==> src/rtl/rtc_lp_pkg.sv <==
package rtc_lp_pkg;
  localparam int DATA_W = 32;

  // Register byte offsets; software depends on these.
  localparam logic [7:0] OFF_CTRL   = 8'h04;
  localparam logic [7:0] OFF_STAT   = 8'h18;
  localparam logic [7:0] OFF_CNT_HI = 8'h1C;
  localparam logic [7:0] OFF_CNT_LO = 8'h20;
  localparam logic [7:0] OFF_ALARM  = 8'h24;

  // Control word bit positions.
  localparam int CB_RUN   = 0;
  localparam int CB_ARM   = 1;
  localparam int CB_WAKE  = 3;
  localparam int CB_FLAG  = 0;

  typedef struct packed {
    logic wake;
    logic arm;
    logic run;
  } rtc_ctrl_t;
endpackage

==> src/rtl/rtc_lp_sync.sv <==
// Tick-enabled staging of control bits into the slow domain:
// NFLOPS synchroniser stages followed by one active stage.
module rtc_lp_sync #(
  parameter int W      = 3,
  parameter int NFLOPS = 2
) (
  input  logic         clk,
  input  logic         rst,
  input  logic         tick,
  input  logic [W-1:0] d,
  output logic [W-1:0] q
);
  localparam int NST = NFLOPS + 1;

  logic [NST-1:0][W-1:0] chain;

  always_ff @(posedge clk) begin
    if (rst) begin
      chain <= '0;
    end else if (tick) begin
      chain[0] <= d;
      for (int i = 1; i < NST; i++) chain[i] <= chain[i-1];
    end
  end

  assign q = chain[NST-1];
endmodule

==> src/rtl/rtc_lp_counter.sv <==
// Free-running seconds/sub-second counter with load ports.
module rtc_lp_counter #(
  parameter int DATA_W = 32,
  parameter int SUB_W  = 15
) (
  input  logic                     clk,
  input  logic                     rst,
  input  logic                     tick,
  input  logic                     run,
  input  logic                     ld_lo,
  input  logic                     ld_hi,
  input  logic [DATA_W-1:0]        wdata,
  output logic [DATA_W+SUB_W-1:0]  cnt,
  output logic [DATA_W-1:0]        seconds
);
  localparam int CNT_W = DATA_W + SUB_W;
  localparam int HI_W  = CNT_W - DATA_W;

  always_ff @(posedge clk) begin
    if (rst) begin
      cnt <= '0;
    end else if (run) begin
      if (tick) cnt <= cnt + CNT_W'(1);
    end else begin
      if (ld_lo) cnt[DATA_W-1:0]     <= wdata;
      if (ld_hi) cnt[CNT_W-1:DATA_W] <= wdata[HI_W-1:0];
    end
  end

  assign seconds = cnt[CNT_W-1:SUB_W];
endmodule

==> src/rtl/rtc_lp_alarm.sv <==
// Alarm value, seconds compare, sticky flag and gated interrupt.
module rtc_lp_alarm #(
  parameter int DATA_W = 32
) (
  input  logic              clk,
  input  logic              rst,
  input  logic [DATA_W-1:0] seconds,
  input  logic              arm,
  input  logic              wake,
  input  logic              ld_alarm,
  input  logic              clr_flag,
  input  logic [DATA_W-1:0] wdata,
  output logic [DATA_W-1:0] alarm_val,
  output logic              flag,
  output logic              irq
);
  logic hit;

  assign hit = arm && (seconds == alarm_val);

  always_ff @(posedge clk) begin
    if (rst)                  alarm_val <= '0;
    else if (ld_alarm && !arm) alarm_val <= wdata;
  end

  // A live match takes priority over a software clear.
  always_ff @(posedge clk) begin
    if (rst)           flag <= 1'b0;
    else if (hit)      flag <= 1'b1;
    else if (clr_flag) flag <= 1'b0;
  end

  always_ff @(posedge clk) begin
    if (rst) irq <= 1'b0;
    else     irq <= flag && arm && wake;
  end
endmodule

==> src/rtl/rtc_lp_top.sv <==
module rtc_lp_top #(
  parameter int ADDR_W = 8,
  parameter int SUB_W  = 15,
  parameter int NFLOPS = 2
) (
  input  logic                         clk,
  input  logic                         rst,
  input  logic                         tick,
  input  logic                         bus_wr,
  input  logic                         bus_rd,
  input  logic [ADDR_W-1:0]            bus_addr,
  input  logic [rtc_lp_pkg::DATA_W-1:0] bus_wdata,
  output logic [rtc_lp_pkg::DATA_W-1:0] bus_rdata,
  output logic                         irq
);
  import rtc_lp_pkg::*;

  localparam int CNT_W = DATA_W + SUB_W;
  localparam int HI_W  = CNT_W - DATA_W;
  localparam int CW    = $bits(rtc_ctrl_t);

  rtc_ctrl_t          ctrl_req;
  rtc_ctrl_t          ctrl_act;
  logic [CW-1:0]      ctrl_act_bits;
  logic               act_run, act_arm, act_wake;
  logic [CNT_W-1:0]   cnt;
  logic [DATA_W-1:0]  seconds;
  logic [DATA_W-1:0]  alarm_val;
  logic               flag;
  logic [DATA_W-1:0]  hi_word;
  logic [DATA_W-1:0]  ctrl_word;
  logic               sel_ctrl, sel_stat, sel_hi, sel_lo, sel_alarm;

  assign sel_ctrl  = bus_addr == ADDR_W'(OFF_CTRL);
  assign sel_stat  = bus_addr == ADDR_W'(OFF_STAT);
  assign sel_hi    = bus_addr == ADDR_W'(OFF_CNT_HI);
  assign sel_lo    = bus_addr == ADDR_W'(OFF_CNT_LO);
  assign sel_alarm = bus_addr == ADDR_W'(OFF_ALARM);

  // Requested control state, written by software.
  always_ff @(posedge clk) begin
    if (rst) begin
      ctrl_req <= '0;
    end else if (bus_wr && sel_ctrl) begin
      ctrl_req.run  <= bus_wdata[CB_RUN];
      ctrl_req.arm  <= bus_wdata[CB_ARM];
      ctrl_req.wake <= bus_wdata[CB_WAKE];
    end
  end

  rtc_lp_sync #(.W(CW), .NFLOPS(NFLOPS)) u_sync (
    .clk  (clk),
    .rst  (rst),
    .tick (tick),
    .d    (ctrl_req),
    .q    (ctrl_act_bits)
  );

  assign ctrl_act = rtc_ctrl_t'(ctrl_act_bits);
  assign act_run  = ctrl_act.run;
  assign act_arm  = ctrl_act.arm;
  assign act_wake = ctrl_act.wake;

  rtc_lp_counter #(.DATA_W(DATA_W), .SUB_W(SUB_W)) u_cnt (
    .clk     (clk),
    .rst     (rst),
    .tick    (tick),
    .run     (act_run),
    .ld_lo   (bus_wr && sel_lo),
    .ld_hi   (bus_wr && sel_hi),
    .wdata   (bus_wdata),
    .cnt     (cnt),
    .seconds (seconds)
  );

  rtc_lp_alarm #(.DATA_W(DATA_W)) u_alarm (
    .clk       (clk),
    .rst       (rst),
    .seconds   (seconds),
    .arm       (act_arm),
    .wake      (act_wake),
    .ld_alarm  (bus_wr && sel_alarm),
    .clr_flag  (bus_wr && sel_stat && bus_wdata[CB_FLAG]),
    .wdata     (bus_wdata),
    .alarm_val (alarm_val),
    .flag      (flag),
    .irq       (irq)
  );

  // High counter word: pad only when the high part is narrower than a word.
  if (HI_W < DATA_W) begin : g_hi_pad
    assign hi_word = {{(DATA_W-HI_W){1'b0}}, cnt[CNT_W-1:DATA_W]};
  end else begin : g_hi_full
    assign hi_word = cnt[CNT_W-1:DATA_W];
  end

  always_comb begin
    ctrl_word          = '0;
    ctrl_word[CB_RUN]  = act_run;
    ctrl_word[CB_ARM]  = act_arm;
    ctrl_word[CB_WAKE] = act_wake;
  end

  always_ff @(posedge clk) begin
    if (rst) begin
      bus_rdata <= '0;
    end else if (bus_rd) begin
      unique case (1'b1)
        sel_ctrl:  bus_rdata <= ctrl_word;
        sel_stat:  bus_rdata <= DATA_W'(flag);
        sel_hi:    bus_rdata <= hi_word;
        sel_lo:    bus_rdata <= cnt[DATA_W-1:0];
        sel_alarm: bus_rdata <= alarm_val;
        default:   bus_rdata <= '0;
      endcase
    end
  end
endmodule

==> config.mk <==
export PLATFORM = sky130hd
export DESIGN_NAME = rtc_lp_top
export DESIGN_NICKNAME = d
export VERILOG_FILES = /design/src/rtl/rtc_lp_pkg.sv /design/src/rtl/rtc_lp_sync.sv /design/src/rtl/rtc_lp_counter.sv /design/src/rtl/rtc_lp_alarm.sv /design/src/rtl/rtc_lp_top.sv
export SDC_FILE = /design/constraint.sdc
export NUM_CORES = 1
export LEC_CHECK = 0
export BUFFER_PORTS_ARGS = -buffer_cell sky130_fd_sc_hd__buf_2
export CORE_AREA = 2 2 121 123
export CTS_BUF_LIST = sky130_fd_sc_hd__clkbuf_8
export DETAILED_ROUTE_END_ITERATION = 12
export DIE_AREA = 0 0 123 125
export PLACE_DENSITY = 0.65
export SKIP_LAST_GASP = 1
export SYNTH_ARGS = -nofsm -noshare
export SYNTH_HDL_FRONTEND = slang
export SYNTH_SLANG_ARGS = --single-unit
==> constraint.sdc <==
create_clock -name clk -period 2.38 [get_ports clk]
set_input_delay 0.119 -clock clk [delete_from_list [all_inputs] [get_ports clk]]
set_output_delay 0.119 -clock clk [all_outputs]
set_load 0.005 [all_outputs]
==> results.yml, run 1 <==
timing:
  finalHoldViolations: 0
  setup_tns_ns: 0
  slew_headroom_pct: 17.6
  period_needed_ns: 2.33
  final_max_slew_viol_count: 0
  max_freq_mhz: 428
  tightest_slew_ns: 1.24
  rsz0062_at_grt: "yes"
  setup_viol: 0
  finalCritPeriodShare_pct: 98.1
  fin_skew_ns: 0.0140
placement:
  gp_congestion: 0.975
  port-buffer-count: 77
  placed_cell_area_mm2: 0.00761
  post-dp-hpwl_um: 19400
floorplanning:
  die_area_mm2: 0.0154
  die_y_um: 125
  initial_core_util_pct: 48.2
  placementRows: 44
  ios: 78
  core_mm2: 0.0142
  die_w_um: 123
clock_network:
  clk_path_buf_depth: 2
  ctsHtreeMaxLevel: 4
  clkTransAtPathRegs_ns: 0.07
  clkSinkCount: 125
  cts_root_buffer: "clkbuf_8"
  cts_inserted_buffers: 17
  cts_tree: "built"
  clk_latency_ns: 0.46
detailed_routing:
  drtPass1Iterations: 6
  final_antenna_net_count: 0
  vias_per_cell: 6.26
  drc_errors: 0
  drt-initial-drc-count: 966
  vias: 7398
  routed_wl_um: 26500
  wl_per_cell_um: 22.4
logic_synthesis:
  synth.largest_area_cell: "dfxtp_1"
  avgSynthCellArea_um2: 7.81
  asyncSetResetFlopFracSynth_pct: 0
  synthesis.area_mm2: 0.00685
  yosys_warnings: 0
  ys_seq_elements: 125
  synth.top_cell.area_share_pct: 36.6
  synthFlopType: "dfxtp_1"
  synth_area_leaders: "dfxtp_1, nand2_1, a21oi_1"
  syn_inst: 877
  synth_seq_area_share_pct: 36.6
  synth_commonest_cells: "nand2_1, dfxtp_1, a21oi_1"
  synth_edf_count: 0
  synth_nets: 923
  synth.distinct_cells: 72
  post-synth-top-count-cell: "nand2_1"
final_layout:
  final_util_pct: 59.2
  nets: 1032
  postLayoutCellArea_mm2: 0.00841
  num_antenna_cells: 0
  drive_gt1_share_pct: 19.3
  synthToLayoutAreaGrowth_pct: 22.9
worst_setup_path:
  critPathLaunchType: "flop"
  path_max_fanout: 7
  worst-setup-path-type: "reg2reg"
  worstReg2RegStart: "u_cnt.cnt[0]$_SDFFE_PP0P_"
  crit_path_end_kind: "flop"
  crit_required_ns: 2.70
  cp.arrival_ns: 2.65
  startpoint: "u_cnt.cnt[0]$_SDFFE_PP0P_"
  reg2reg_depth: 6
  r2r-end: "u_cnt.cnt[18]$_SDFFE_PP0P_"
  worst-r2r-setup-slack_ns: 0.05
hold_path:
  hold_start: "bus_addr[3]"
  hp-class: "in2reg"
  min_path_cells: 4
  min_to: "u_alarm.flag$_SDFFE_PP0P_"
outcome:
  status: "complete, no violations"
global_route:
  grt_use_total_pct: 35.0
  grt_antenna_before_repair: 0
  grt.overflow.total: 0
  grt_pass1_wl_um: 40700
  grt_pass1_vias: 7055
  grt_max_degree: 36
power:
  p_per_area_mw_per_mm2: 533
  ir_worst_vdd_v: 0.000283
  power_leakage_nw: 3.08
job:
  maxCapViolations: 0
==> cell usage in the layout (no fill, tap or decap), types with 7 or more instances in the layout <==
| cell type | instances |
|---|---|
| a211oi_1 | 7 |
| a21oi_1 | 77 |
| a22o_1 | 11 |
| a22oi_1 | 19 |
| a31oi_1 | 14 |
| and3_1 | 14 |
| and4_1 | 8 |
| buf_2 | 77 |
| buf_4 | 60 |
| clkbuf_8 | 18 |
| dfxtp_1 | 123 |
| dlygate4sd3_1 | 34 |
| inv_1 | 9 |
| mux2i_1 | 19 |
| nand2_1 | 146 |
| nand3_1 | 38 |
| nand4_1 | 29 |
| nor2_1 | 36 |
| nor2b_1 | 12 |
| nor3_1 | 18 |
| nor4_1 | 14 |
| o211ai_1 | 13 |
| o21ai_0 | 52 |
| or3_1 | 8 |
| or4_1 | 13 |
| xnor2_1 | 28 |
==> critical path, stage by stage, from the launching register on <==
cell and delay (ns):
dfxtp_1 0.45, ha_1 0.30, inv_1 0.15, or4_1 0.69, o311a_1 0.40, a21oi_1 0.12, a31oi_1 0.09
==> area by class of cell <==
cell class | instances | area (µm²)
Sequential cell | 125 | 2500
Tap cell | 184 | 230
Timing Repair Buffer | 173 | 1220
Multi-Input combinational cell | 661 | 3980
Fill cell | 1332 | 5790
Inverter | 8 | 30.0
Clock inverter | 13 | 199
Clock buffer | 18 | 248
==> flip-flops by register name, indices dropped and copies added (netlist names) <==
name and cells:
u_sync.q 3, ctrl_req 3, u_sync.chain 6, u_alarm.irq 1
u_cnt.cnt 47, u_alarm.flag 1, bus_rdata 32, u_alarm.alarm_val 32
==> metrics by stage <==
step           hold slack (ns)  power, mW  instances  setup slack [ns]
2_1_floorplan            0.215       2.22        877             0.317
3_3_place_gp             0.352       2.32       1116             0.167
3_5_place_dp             0.365       2.33       1116            0.0906
4_1_cts                 0.0843       4.50       1181            0.0767
5_1_grt                  0.135       4.61       1182           -0.0389
6_report                 0.108       4.49       1182            0.0454
==> cells by family (layout without fill, tap and decap cells) <==
family	Yosys count	count (layout)	share of synthesized area, %
XOR/XNOR	32	32	4.09
buffers and inverters	91	212	5.43
multiplexers	21	21	3.11
AND/OR/NAND/NOR	372	372	28.8
adder cells (fa/ha/maj)	1	1	0.183
AO/OA/AOI/OAI	235	235	21.8
flip-flops	125	125	36.6
==> per-layer routing <==
layer / up-vias / GRT usage [%] / part of all wire [%]
met5: - / 0 / 0
met4: 0 / 14.4 / 3.1
met3: 62 / 6.80 / 8.3
met2: 390 / 52.6 / 45
met1: 3513 / 49.0 / 43
li1: 3433 / - / -
==> report_power, final <==
| group | total [mW] | leakage (nW) | switching, mW | internal, mW |
|---|---|---|---|---|
| logic | 0.230 | 1.85 | 0.131 | 0.0995 |
| registers | 2.10 | 1.01 | 0.00304 | 2.09 |
| clock network | 2.16 | 0.223 | 0.902 | 1.26 |
| total | 4.49 | 3.08 | 1.04 | 3.45 |
==> worst max-delay path by stage <==
| stage | endpoint | slack (ns) | cells after the start |
|---|---|---|---|
| final | u_cnt.cnt[18]$_SDFFE_PP0P_ | 0.05 | 6 |
| after global routing | u_cnt.cnt[18]$_SDFFE_PP0P_ | -0.04 | 6 |
| after CTS | u_cnt.cnt[25]$_SDFFE_PP0P_ | 0.08 | 5 |
| after floorplan | u_cnt.cnt[32]$_SDFFE_PP0P_ | 0.32 | 7 |
| after detailed placement | u_cnt.cnt[25]$_SDFFE_PP0P_ | 0.09 | 5 |
| after global placement | u_cnt.cnt[18]$_SDFFE_PP0P_ | 0.17 | 6 |
==> what timing repair did <==
action | CTS | global route
setup buffers | 0 | 1
hold endpoints to repair | 40 | 0
hold buffers | 34 | 0
resized for setup | 0 | 2
endpoints found under the setup margin | 0 | 3
(Power assumes the default switching activity.)
==> run 2: changes to the inputs <==
--- a/config.mk
+++ b/config.mk
@@ -10,7 +10,7 @@
 export CTS_BUF_LIST = sky130_fd_sc_hd__clkbuf_8
 export DETAILED_ROUTE_END_ITERATION = 12
 export DIE_AREA = 0 0 123 125
-export PLACE_DENSITY = 0.65
+export PLACE_DENSITY = 0.68
 export SKIP_LAST_GASP = 1
 export SYNTH_ARGS = -nofsm -noshare
 export SYNTH_HDL_FRONTEND = slang
==> run 2 against run 1 <==
- sequential share of layout area rose by 0.16 points
- setup slack improved by 0.071 ns
- register-to-register slack improved by 0.07 ns
- critical path depth did not move
- utilization fell by 0.35 points
- critical endpoint is now u_cnt.cnt[30]$_SDFFE_PP0P_
- largest power group is now registers
- highest routed layer unchanged
==> results.yml, run 2 (synthesized netlist as in run 1, its figures left out) <==
placement:
  dpl_worst_slack_ns: 0.182
  port-buffer-count: 77
  placedCellCount: 1117
  gp_congestion: 1.01
  post-dp-hpwl_um: 17600
worst_setup_path:
  cp_num_buf_inv: 1
  cp_slowest_cell: "or4_1"
  crit_required_ns: 2.76
  path_cells: "ha_1 -> inv_1 -> nor4_4 -> nand3_2 -> or4_1 -> a31oi_1"
  crit_family: "simple AND/OR/NAND/NOR gates"
  r2r-end: "u_cnt.cnt[30]$_SDFFE_PP0P_"
  worstReg2RegStart: "u_cnt.cnt[0]$_SDFFE_PP0P_"
  cp_num_cells: 6
  critPathLaunchType: "flop"
  path_max_fanout: 12
  worst-r2r-setup-slack_ns: 0.12
  cpPeakStageDelay_ns: 0.54
  worst-setup-path-type: "reg2reg"
  cp.arrival_ns: 2.65
  crit_path_end_kind: "flop"
  reg2reg_depth: 6
timing:
  tightest_slew_ns: 1.22
  final_max_slew_viol_count: 0
  finalHoldViolations: 0
  fin_skew_ns: 0.0160
  finalCritPeriodShare_pct: 95.1
  slew_headroom_pct: 18.7
  rsz0062_at_grt: "no"
  max_freq_mhz: 442
  timing.final.ws_setup_ns: 0.116
  setup_viol: 0
  setup_tns_ns: 0
  period_needed_ns: 2.26
final_layout:
  synthToLayoutAreaGrowth_pct: 22.2
  layout_common_cells: "nand2_1, dfxtp_1, a21oi_1, buf_2, buf_4"
  finalNonFillerCells: 1183
  reg_top3: "u_cnt.cnt: 47 flops, bus_rdata: 32 flops, u_alarm.alarm_val: 32 flops"
  num_antenna_cells: 0
  mostFrequentLayoutCell: "nand2_1"
  nets: 1032
  drive_gt1_share_pct: 19.4
  fillers: 1334
  seqCellArea_mm2: 0.00250
  largest_reg_flops: 47
  largest-register: "u_cnt.cnt"
  multiInputGateArea_mm2: 0.00398
detailed_routing:
  wl_met2_um: 11000
  drc_errors: 0
  final_antenna_net_count: 0
  vias: 7332
  met1_length_um: 11000
  vias_per_cell: 6.20
  maxUsedRoutingLayer: "met4"
  drt-initial-drc-count: 1067
  wl_per_cell_um: 21.0
  drtPass1Iterations: 6
  routed_wl_um: 24800
  wl_met3_um: 2080
clock_network:
  clk_path_buf_depth: 2
  clk_latency_ns: 0.46
  cts_inserted_buffers: 17
  cts_root_buffer: "clkbuf_8"
  clkSinkCount: 125
  clkTransAtPathRegs_ns: 0.08
  ctsHtreeMaxLevel: 4
  cts_tree: "built"
  cts_resized: 0
floorplanning:
  ios: 78
  initial_core_util_pct: 48.2
  die_w_um: 123
  die_y_um: 125
  die_area_mm2: 0.0154
  placementRows: 44
  core_mm2: 0.0142
power:
  ir_worst_vdd_v: 0.000282
  p_per_area_mw_per_mm2: 499
  power_leakage_nw: 3.05
hold_path:
  hold_start: "bus_addr[3]"
  min_path_cells: 4
  min_to: "u_alarm.flag$_SDFFE_PP0P_"
  hp-class: "in2reg"
global_route:
  grt_max_degree: 92
  grt_use_total_pct: 33.1
  grt_antenna_before_repair: 0
  grt_pass1_vias: 6841
  grt_pass1_wl_um: 39200
  grt.overflow.total: 0
job:
  maxCapViolations: 0
outcome:
  status: "complete, no violations"
-- run 2: repair_timing --
action | CTS | global route
hold buffers | 34 | 0
setup buffers | 0 | 0
hold endpoints to repair | 41 | 0
-- run 2: worst register-to-register path: cells and delay by family (launching register included) --
family / cells / cell delay [ns]
buffers and inverters: 1 / 0.15
AND/OR/NAND/NOR: 3 / 1.17
flip-flops: 1 / 0.42
AO/OA/AOI/OAI: 1 / 0.20
adder cells (fa/ha/maj): 1 / 0.25
-- run 2: power by group --
part	switching [mW]	leakage (nW)	internal (mW)	total, mW
registers	0.00309	1.01	2.09	2.10
clock network	0.939	0.187	0.912	1.85
logic	0.126	1.86	0.0996	0.226
-- run 2: worst max path at each step --
stage                               startpoint                    endpoint  slack, ns
finish               u_cnt.cnt[0]$_SDFFE_PP0P_  u_cnt.cnt[30]$_SDFFE_PP0P_       0.12
global placement     u_cnt.cnt[8]$_SDFFE_PP0P_  u_cnt.cnt[30]$_SDFFE_PP0P_       0.24
detailed placement                 bus_addr[5]  bus_rdata[19]$_SDFFE_PP0P_       0.18
CTS                  u_cnt.cnt[0]$_SDFFE_PP0P_  u_cnt.cnt[30]$_SDFFE_PP0P_       0.16
floorplan            u_cnt.cnt[0]$_SDFFE_PP0P_  u_cnt.cnt[32]$_SDFFE_PP0P_       0.32
global route        u_cnt.cnt[24]$_SDFFE_PP0P_  u_cnt.cnt[30]$_SDFFE_PP0P_       0.01
-- run 2: metrics by stage --
stage | instance area (µm²) | util [%] | power (mW) | hold slack, ns
2_1_floorplan | 6850 | - | 2.22 | 0.215
3_3_place_gp | 7630 | 53.7 | 2.32 | 0.371
3_5_place_dp | 7630 | 53.7 | 2.32 | 0.379
4_1_cts | 8360 | 58.9 | 4.17 | 0.0824
5_1_grt | 8360 | 58.9 | 4.31 | 0.115
6_report | 8360 | 58.9 | 4.17 | 0.105
-- run 2: layer usage --
metal	global-route usage, %	up-vias
met1	47.3	3489
met2	49.3	356
met3	6.30	58
li1	-	3429
met5	0	-
met4	12.0	0
-- run 2: cell type report --
type	instances	share of cell area [%]
Sequential cell	125	29.9
Clock inverter	12	1.36
Inverter	8	0.359
Multi-Input combinational cell	661	47.6
Timing Repair Buffer	173	14.7
Tap cell	184	2.75
Clock buffer	20	3.29
